===== src/rtl/fc_pkg.sv =====
`timescale 1ns/1ps
package fc_pkg;

    localparam int KHZ_W  = 20;
    localparam int FRAC_W = 5;
    localparam int INT_W  = 4;
    localparam int TMR_W  = 1 << INT_W;
    localparam int CNT_W  = TMR_W;
    localparam int RES_W  = KHZ_W + FRAC_W;
    localparam int PROD_W = CNT_W + KHZ_W + FRAC_W;

    typedef struct packed {
        logic [KHZ_W-1:0] ref_khz;
        logic [INT_W-1:0] interval;
        logic [KHZ_W-1:0] min_khz;
        logic [KHZ_W-1:0] max_khz;
    } fc_cfg_t;

    typedef struct packed {
        logic pass;
        logic fast;
        logic slow;
    } fc_verdict_t;

    typedef enum logic {
        GATE_IDLE = 1'b0,
        GATE_OPEN = 1'b1
    } fc_gate_e;

    function automatic fc_verdict_t fc_judge(
        input logic [KHZ_W-1:0] khz,
        input logic [KHZ_W-1:0] lo,
        input logic [KHZ_W-1:0] hi
    );
        fc_verdict_t v;
        v.fast = (khz > hi);
        v.slow = (khz < lo);
        v.pass = !(v.fast || v.slow);
        return v;
    endfunction

endpackage


===== src/rtl/fc_edge_sync.sv =====
`timescale 1ns/1ps
module fc_edge_sync #(
    parameter int STAGES = 2
) (
    input  logic clk,
    input  logic rst,
    input  logic async_i,
    output logic edge_o
);
    logic [STAGES-1:0] chain_q;
    logic              prev_q;

    always_ff @(posedge clk) begin
        if (rst) begin
            chain_q <= '0;
            prev_q  <= 1'b0;
        end else begin
            chain_q <= {chain_q[STAGES-2:0], async_i};
            prev_q  <= chain_q[STAGES-1];
        end
    end

    assign edge_o = chain_q[STAGES-1] & ~prev_q;
endmodule


===== src/rtl/fc_gate_ctrl.sv =====
`timescale 1ns/1ps
module fc_gate_ctrl
    import fc_pkg::*;
(
    input  logic             clk,
    input  logic             rst,
    input  logic             start_i,
    input  logic [INT_W-1:0] interval_i,
    input  logic             edge_i,
    output logic             running_o,
    output logic             finish_o,
    output logic [CNT_W-1:0] count_o
);
    fc_gate_e         state_q;
    logic [TMR_W-1:0] tmr_q;
    logic [CNT_W-1:0] cnt_q;
    logic             fin_q;

    always_ff @(posedge clk) begin
        if (rst) begin
            state_q <= GATE_IDLE;
            tmr_q   <= '0;
            cnt_q   <= '0;
            fin_q   <= 1'b0;
        end else begin
            fin_q <= 1'b0;
            case (state_q)
                GATE_IDLE: begin
                    if (start_i) begin
                        state_q <= GATE_OPEN;
                        tmr_q   <= (TMR_W'(1) << interval_i) - TMR_W'(1);
                        cnt_q   <= '0;
                    end
                end
                GATE_OPEN: begin
                    cnt_q <= cnt_q + CNT_W'(edge_i);
                    if (tmr_q == '0) begin
                        state_q <= GATE_IDLE;
                        fin_q   <= 1'b1;
                    end else begin
                        tmr_q <= tmr_q - TMR_W'(1);
                    end
                end
                default: state_q <= GATE_IDLE;
            endcase
        end
    end

    assign running_o = (state_q == GATE_OPEN);
    assign finish_o  = fin_q;
    assign count_o   = cnt_q;
endmodule


===== src/rtl/fc_scale.sv =====
`timescale 1ns/1ps
module fc_scale
    import fc_pkg::*;
(
    input  logic [CNT_W-1:0] count_i,
    input  logic [KHZ_W-1:0] ref_khz_i,
    input  logic [INT_W-1:0] interval_i,
    output logic [RES_W-1:0] result_o
);
    logic [PROD_W-1:0] prod;
    logic [PROD_W-1:0] scaled;

    always_comb begin
        prod     = (PROD_W'(count_i) * PROD_W'(ref_khz_i)) << FRAC_W;
        scaled   = prod >> interval_i;
        result_o = scaled[RES_W-1:0];
    end
endmodule


===== src/rtl/fc_freq_counter.sv =====
`timescale 1ns/1ps
module fc_freq_counter
    import fc_pkg::*;
#(
    parameter int NUM_SRC     = 3,
    parameter int SYNC_STAGES = 2,
    localparam int SEL_W      = $clog2(NUM_SRC + 1)
) (
    input  logic               clk,
    input  logic               rst,
    input  logic [NUM_SRC-1:0] test_clk_i,
    input  logic               src_wr_i,
    input  logic [SEL_W-1:0]   src_sel_i,
    input  logic [KHZ_W-1:0]   ref_khz_i,
    input  logic [INT_W-1:0]   interval_i,
    input  logic [KHZ_W-1:0]   min_khz_i,
    input  logic [KHZ_W-1:0]   max_khz_i,
    output logic               running_o,
    output logic               done_o,
    output logic [RES_W-1:0]   result_o,
    output logic               pass_o,
    output logic               fast_o,
    output logic               slow_o
);
    logic [NUM_SRC-1:0] edge_v;
    logic [SEL_W-1:0]   sel_q;
    fc_cfg_t            cfg_q;
    fc_verdict_t        verdict_q;
    fc_verdict_t        verdict_d;
    logic               sel_edge;
    logic               start;
    logic               running;
    logic               finish;
    logic [CNT_W-1:0]   count;
    logic [RES_W-1:0]   scaled;
    logic [RES_W-1:0]   result_q;
    logic               done_q;

    genvar g;
    generate
        for (g = 0; g < NUM_SRC; g++) begin : g_sync
            fc_edge_sync #(.STAGES(SYNC_STAGES)) u_sync (
                .clk     (clk),
                .rst     (rst),
                .async_i (test_clk_i[g]),
                .edge_o  (edge_v[g])
            );
        end
    endgenerate

    always_comb begin
        sel_edge = 1'b0;
        for (int i = 0; i < NUM_SRC; i++) begin
            if (sel_q == SEL_W'(i + 1)) sel_edge = edge_v[i];
        end
    end

    assign start = src_wr_i && !running;

    fc_gate_ctrl u_gate (
        .clk        (clk),
        .rst        (rst),
        .start_i    (start),
        .interval_i (interval_i),
        .edge_i     (sel_edge),
        .running_o  (running),
        .finish_o   (finish),
        .count_o    (count)
    );

    fc_scale u_scale (
        .count_i    (count),
        .ref_khz_i  (cfg_q.ref_khz),
        .interval_i (cfg_q.interval),
        .result_o   (scaled)
    );

    assign verdict_d = fc_judge(scaled[RES_W-1:FRAC_W], cfg_q.min_khz, cfg_q.max_khz);

    always_ff @(posedge clk) begin
        if (rst) begin
            sel_q     <= '0;
            cfg_q     <= '0;
            verdict_q <= '0;
            result_q  <= '0;
            done_q    <= 1'b0;
        end else if (start) begin
            sel_q          <= src_sel_i;
            cfg_q.ref_khz  <= ref_khz_i;
            cfg_q.interval <= interval_i;
            cfg_q.min_khz  <= min_khz_i;
            cfg_q.max_khz  <= max_khz_i;
            done_q         <= 1'b0;
        end else if (finish) begin
            result_q  <= scaled;
            verdict_q <= verdict_d;
            done_q    <= 1'b1;
        end
    end

    assign running_o = running;
    assign done_o    = done_q;
    assign result_o  = result_q;
    assign pass_o    = verdict_q.pass;
    assign fast_o    = verdict_q.fast;
    assign slow_o    = verdict_q.slow;
endmodule


===== config.mk =====
export PLATFORM = sky130hd
export DESIGN_NAME = fc_freq_counter
export DESIGN_NICKNAME = d
export VERILOG_FILES = /design/src/rtl/fc_pkg.sv /design/src/rtl/fc_edge_sync.sv /design/src/rtl/fc_gate_ctrl.sv /design/src/rtl/fc_scale.sv /design/src/rtl/fc_freq_counter.sv
export SDC_FILE = /design/constraint.sdc
export NUM_CORES = 1
export LEC_CHECK = 0
export CORE_ASPECT_RATIO = 0.7
export CORE_MARGIN = 3
export CORE_UTILIZATION = 25
export CTS_BUF_LIST = sky130_fd_sc_hd__clkbuf_8
export DETAILED_ROUTE_END_ITERATION = 8
export DONT_BUFFER_PORTS = 1
export SLEW_MARGIN = 20
export SYNTH_ARGS = -nofsm -noshare
export SYNTH_HDL_FRONTEND = slang
export SYNTH_HIERARCHICAL = 1
export SYNTH_SLANG_ARGS = --single-unit

===== constraint.sdc =====
create_clock -name clk -period 8.7 [get_ports clk]
set_clock_uncertainty 0.05 [all_clocks]
set_input_delay 1.305 -clock clk [delete_from_list [all_inputs] [get_ports clk]]
set_output_delay 1.305 -clock clk [all_outputs]
set_load 0.01 [all_outputs]

==> results.txt <==
- MaxCap Viol Count: 0
* Starting DRT DRC Count: 1,121
- The multi-input combinational cells in the finished layout cover a total of 0.0142 mm^2.
* Standby leakage power: 7.75 nW
- Cell with the largest stage delay on the worst path: sky130_fd_sc_hd__fa_1
- Dividing the final minimum period by the clock period gives 95.6%.
* Number of setup buffers added after CTS: 0
* First-pass iteration count of the detailed router: 5
* Total grt overflow: 0
- In this run the worst path has a maximum fanout of 13.
- Summing the areas of all fa, ha and maj instances in the mapped netlist gives 37.0% of the synthesized area.
* Post-Syn Instances: around 2,200
* Port Buffer Count: 0
* Global-route total usage across every layer: 13.8%
- The die is between 200 and 250 um tall.
- Most frequent cells in the layout: sky130_fd_sc_hd__nand2_1 (446), sky130_fd_sc_hd__inv_1 (250), sky130_fd_sc_hd__fa_1 (249)
- In this run the tightest slew margin relative to its limit is 33.1%.
* Most common cell after layout, fill and taps aside: sky130_fd_sc_hd__nand2_1
* Final hold viol count: 0
- TritonCTS built the clock tree.
- Dividing the synthesized area by the synthesized cell count gives around 8.3 um^2.
- The synthesized design contains 138 register bits.
- H-Tree Level Count: 4
* Simple-gate area share of the yosys netlist: about a fifth
* Final routed DRC violation total: 0
- Final antenna-violating net count: 0
- For the final routed database, the setup TNS stands at 0 ns.
- Worst hold slack after final layout: 0.404 ns
* Vias in the first global route: 14,736
* Buffer cell driving the clock tree root: sky130_fd_sc_hd__clkbuf_8
* Post-Syn Area: 0.0185 mm^2
* Sort of element at the end of the critical path: flop
- Number of enable-type register cells in the synthesized netlist: 0
- Instance area after placement: ~0.02 mm^2
- Final net count: 2,633
* Number of pins exceeding their max-slew limit in the final report: 0
* Total CTS buffers: 17
- Worst VDD drop: 0.0845 mV
* Initial core utilization: ~26%
- Number of ports placed on the die boundary: 102
- The number of nets in the synthesized netlist is 2,687.
- Cell with the most instances on the worst path: sky130_fd_sc_hd__fa_1
- The critical path in this run is classified as flop to flop.
* Post-DP HPWL: 41,800 um
- Relative to the synthesized area, the layout overhead comes to 8.92%.
- Share of final-layout standard cells stronger than drive strength 1: 7.35%
- Clock period minus final worst setup slack: ~8.3 ns
- Of the synthesized area, sequential elements account for 15.0%.
- The first global-routing pass estimated between 80,000 and 90,000 um of wire.
- Dividing the detail-routed wire length by the instance count gives between 15 and 20 um.
* Via count normalized by instance count: 4.80
- STA puts the critical path data required time at approximately 9.1 ns.
* Wirelength, routed: 52,300 um
- Crit-path max cell delay: 0.59 ns
- Most instantiated flip-flop cell in the synthesis netlist: sky130_fd_sc_hd__dfxtp_1
- After filler insertion, the fill cell instance count of the layout stands at between 7,000 and 8,000.
- Worst skew pair latency: 0.50 ns
- Placeable Area: 0.0723 mm^2
* Antenna violations before repair: 1
- For the pin with the worst max-slew slack, the measured transition is 1.00 ns.
* Clock edge transition at the registers on the reported setup and hold paths: around 0.1 ns
- Kind of path behind the tightest hold check: flop to flop
* Main combinational cell family by area after synthesis: adder cells
* Routability congestion estimate: ~0.86
- Crit path launch type: flop
* Xor/xnor share of the synthesized area: under 10%
* Row cnt: 82
- Die width: 331 um
- Sequential cell area: 0.00277 mm^2
- After routing the design area is roughly 0.020 mm^2.
- Maximum root-to-sink buffer count: 2
* DIE AREA: roughly 0.077 mm^2
- Data arrival time of the worst path: 8.71 ns
- The synthesized netlist devotes 13.2% of its cell area to compound gates.
- Across all layers, the routed design uses 15,094 vias.
- Entering global routing, the biggest net connects 137 pins.
- RSZ-0062 raised after global routing: no
* Run status: finished, final reports clean
* Number of different library cells in the post-synthesis netlist: 98
- Fmax: 0.120 GHz
- Final-report setup violation count: 0
- Clock tree synthesis found a total of 138 sinks.
* Yosys warnings: 6
- Mux share of post-synthesis cell area: 3.65%
- Dividing total power by cell area gives a power density of 78.4 mW/mm^2.
- Of all flip-flops after synthesis, the portion carrying an async set or reset was 0%.
==> cell usage after synthesis (all sizes together), types with 4 or more instances <==
cell type	instances	area, um^2
nand4	13	81.3
a2111oi	4	41.3
nor2b	18	120
a32o	4	40.0
nor3b	5	37.5
and2	166	1040
nor4	4	25.0
or3	5	32.5
and3	14	88.8
a211oi	16	130
o22ai	6	50.0
mux4	6	135
o31ai	5	37.5
fa	249	4980
xor2	15	131
a221oi	4	58.8
nor2	59	221
a21oi	190	962
nand2	448	1680
buf	27	144
o21a	9	67.6
o21ai	51	259
nand3	28	140
ha	148	1850
mux2	9	109
nor3	16	85.1
mux2i	43	430
o211ai	11	82.6
dfxtp	138	2760
or4	5	37.5
a311oi	9	85.1
o211a	4	47.6
a22o	5	45.0
xnor2	28	245
clkbuf	114	428
nand2b	7	43.8
a21o	13	97.6
inv	252	946
a211o	4	35.0
and4	13	116
a31oi	5	37.5
==> state kept, by name, summed over array words and instances (netlist names) <==
register / count
cfg_q: 64
result_o: 25
u_gate/count_o: 16
u_gate/tmr_q: 16
g_sync.u_sync/chain_q: 6
g_sync.u_sync/prev_q: 3
sel_q: 2
done_o: 1
fast_o: 1
pass_o: 1
slow_o: 1
u_gate/finish_o: 1
u_gate/running_o: 1
==> area by class of cell <==
class | instances | share of cell area [%]
multi-input combinational | 1686 | 70.6
sequential | 138 | 13.8
tap | 966 | 6.01
inverter | 253 | 4.72
timing repair buffer | 68 | 2.85
clock buffer | 17 | 1.16
clock inverter | 15 | 0.865
antenna | 2 | 0.0249
==> timing repair <==
action                                 in CTS  in global routing
setup endpoints to repair                   0                  3
hold buffers                                0                  0
gates resized for setup                     0                 11
endpoints found under the hold margin       0                  0
==> worst paths after layout <==
check | from | end | slack (ns) | depth (start not counted)
setup reg to reg | cfg_q[54] | slow_o | 0.38 | 27
hold / removal | g_sync[1].u_sync/chain_q[0] | g_sync[1].u_sync/chain_q[1] | 0.40 | 1
hold reg to reg | g_sync[1].u_sync/chain_q[0] | g_sync[1].u_sync/chain_q[1] | 0.40 | 1
setup / recovery | cfg_q[54] | slow_o | 0.38 | 27
==> per-layer routing <==
layer  vias to the layer above  wire length (um)  GRT usage (%)
met2                       457             21800           19.7
met4                         2               290           1.40
met3                        32              3570           2.68
met1                      7482             26600           21.8
li1                       7121                 -              -
met5                         -                13              0
==> kinds of logic after synthesis <==
family,count (synthesis)
XOR/XNOR,43
AO/OA/AOI/OAI,376
AND/OR/NAND/NOR,812
flip-flops,138
multiplexers,58
adder cells (fa/ha/maj),397
buffers and inverters,394
==> power breakdown <==
part | internal [mW] | switching, mW
logic | 0.109 | 0.190
registers | 0.663 | 0.0459
clock network | 0.242 | 0.327
==> per-stage QoR <==
step	total power, mW	setup slack (ns)	std cells	utilization [%]
3_5_place_dp	1.01	0.390	3111	27.2
6_report	1.58	0.380	3145	27.8
2_1_floorplan	0.928	0.853	2218	-
4_1_cts	1.59	0.315	3143	27.8
5_1_grt	1.66	0.0229	3143	27.8
3_3_place_gp	1.01	0.513	3111	27.2
==> worst max-delay path: cells and delay by family (launching register included) <==
kind / cells / cell delay (ns)
fa+ha+maj: 8 / 3.75
flops: 1 / 0.49
compound gates: 12 / 2.70
buf+inv: 4 / 0.72
simple gates: 2 / 0.42
mux: 1 / 0.13
No activity file was read; power rests on OpenSTA's default activity.
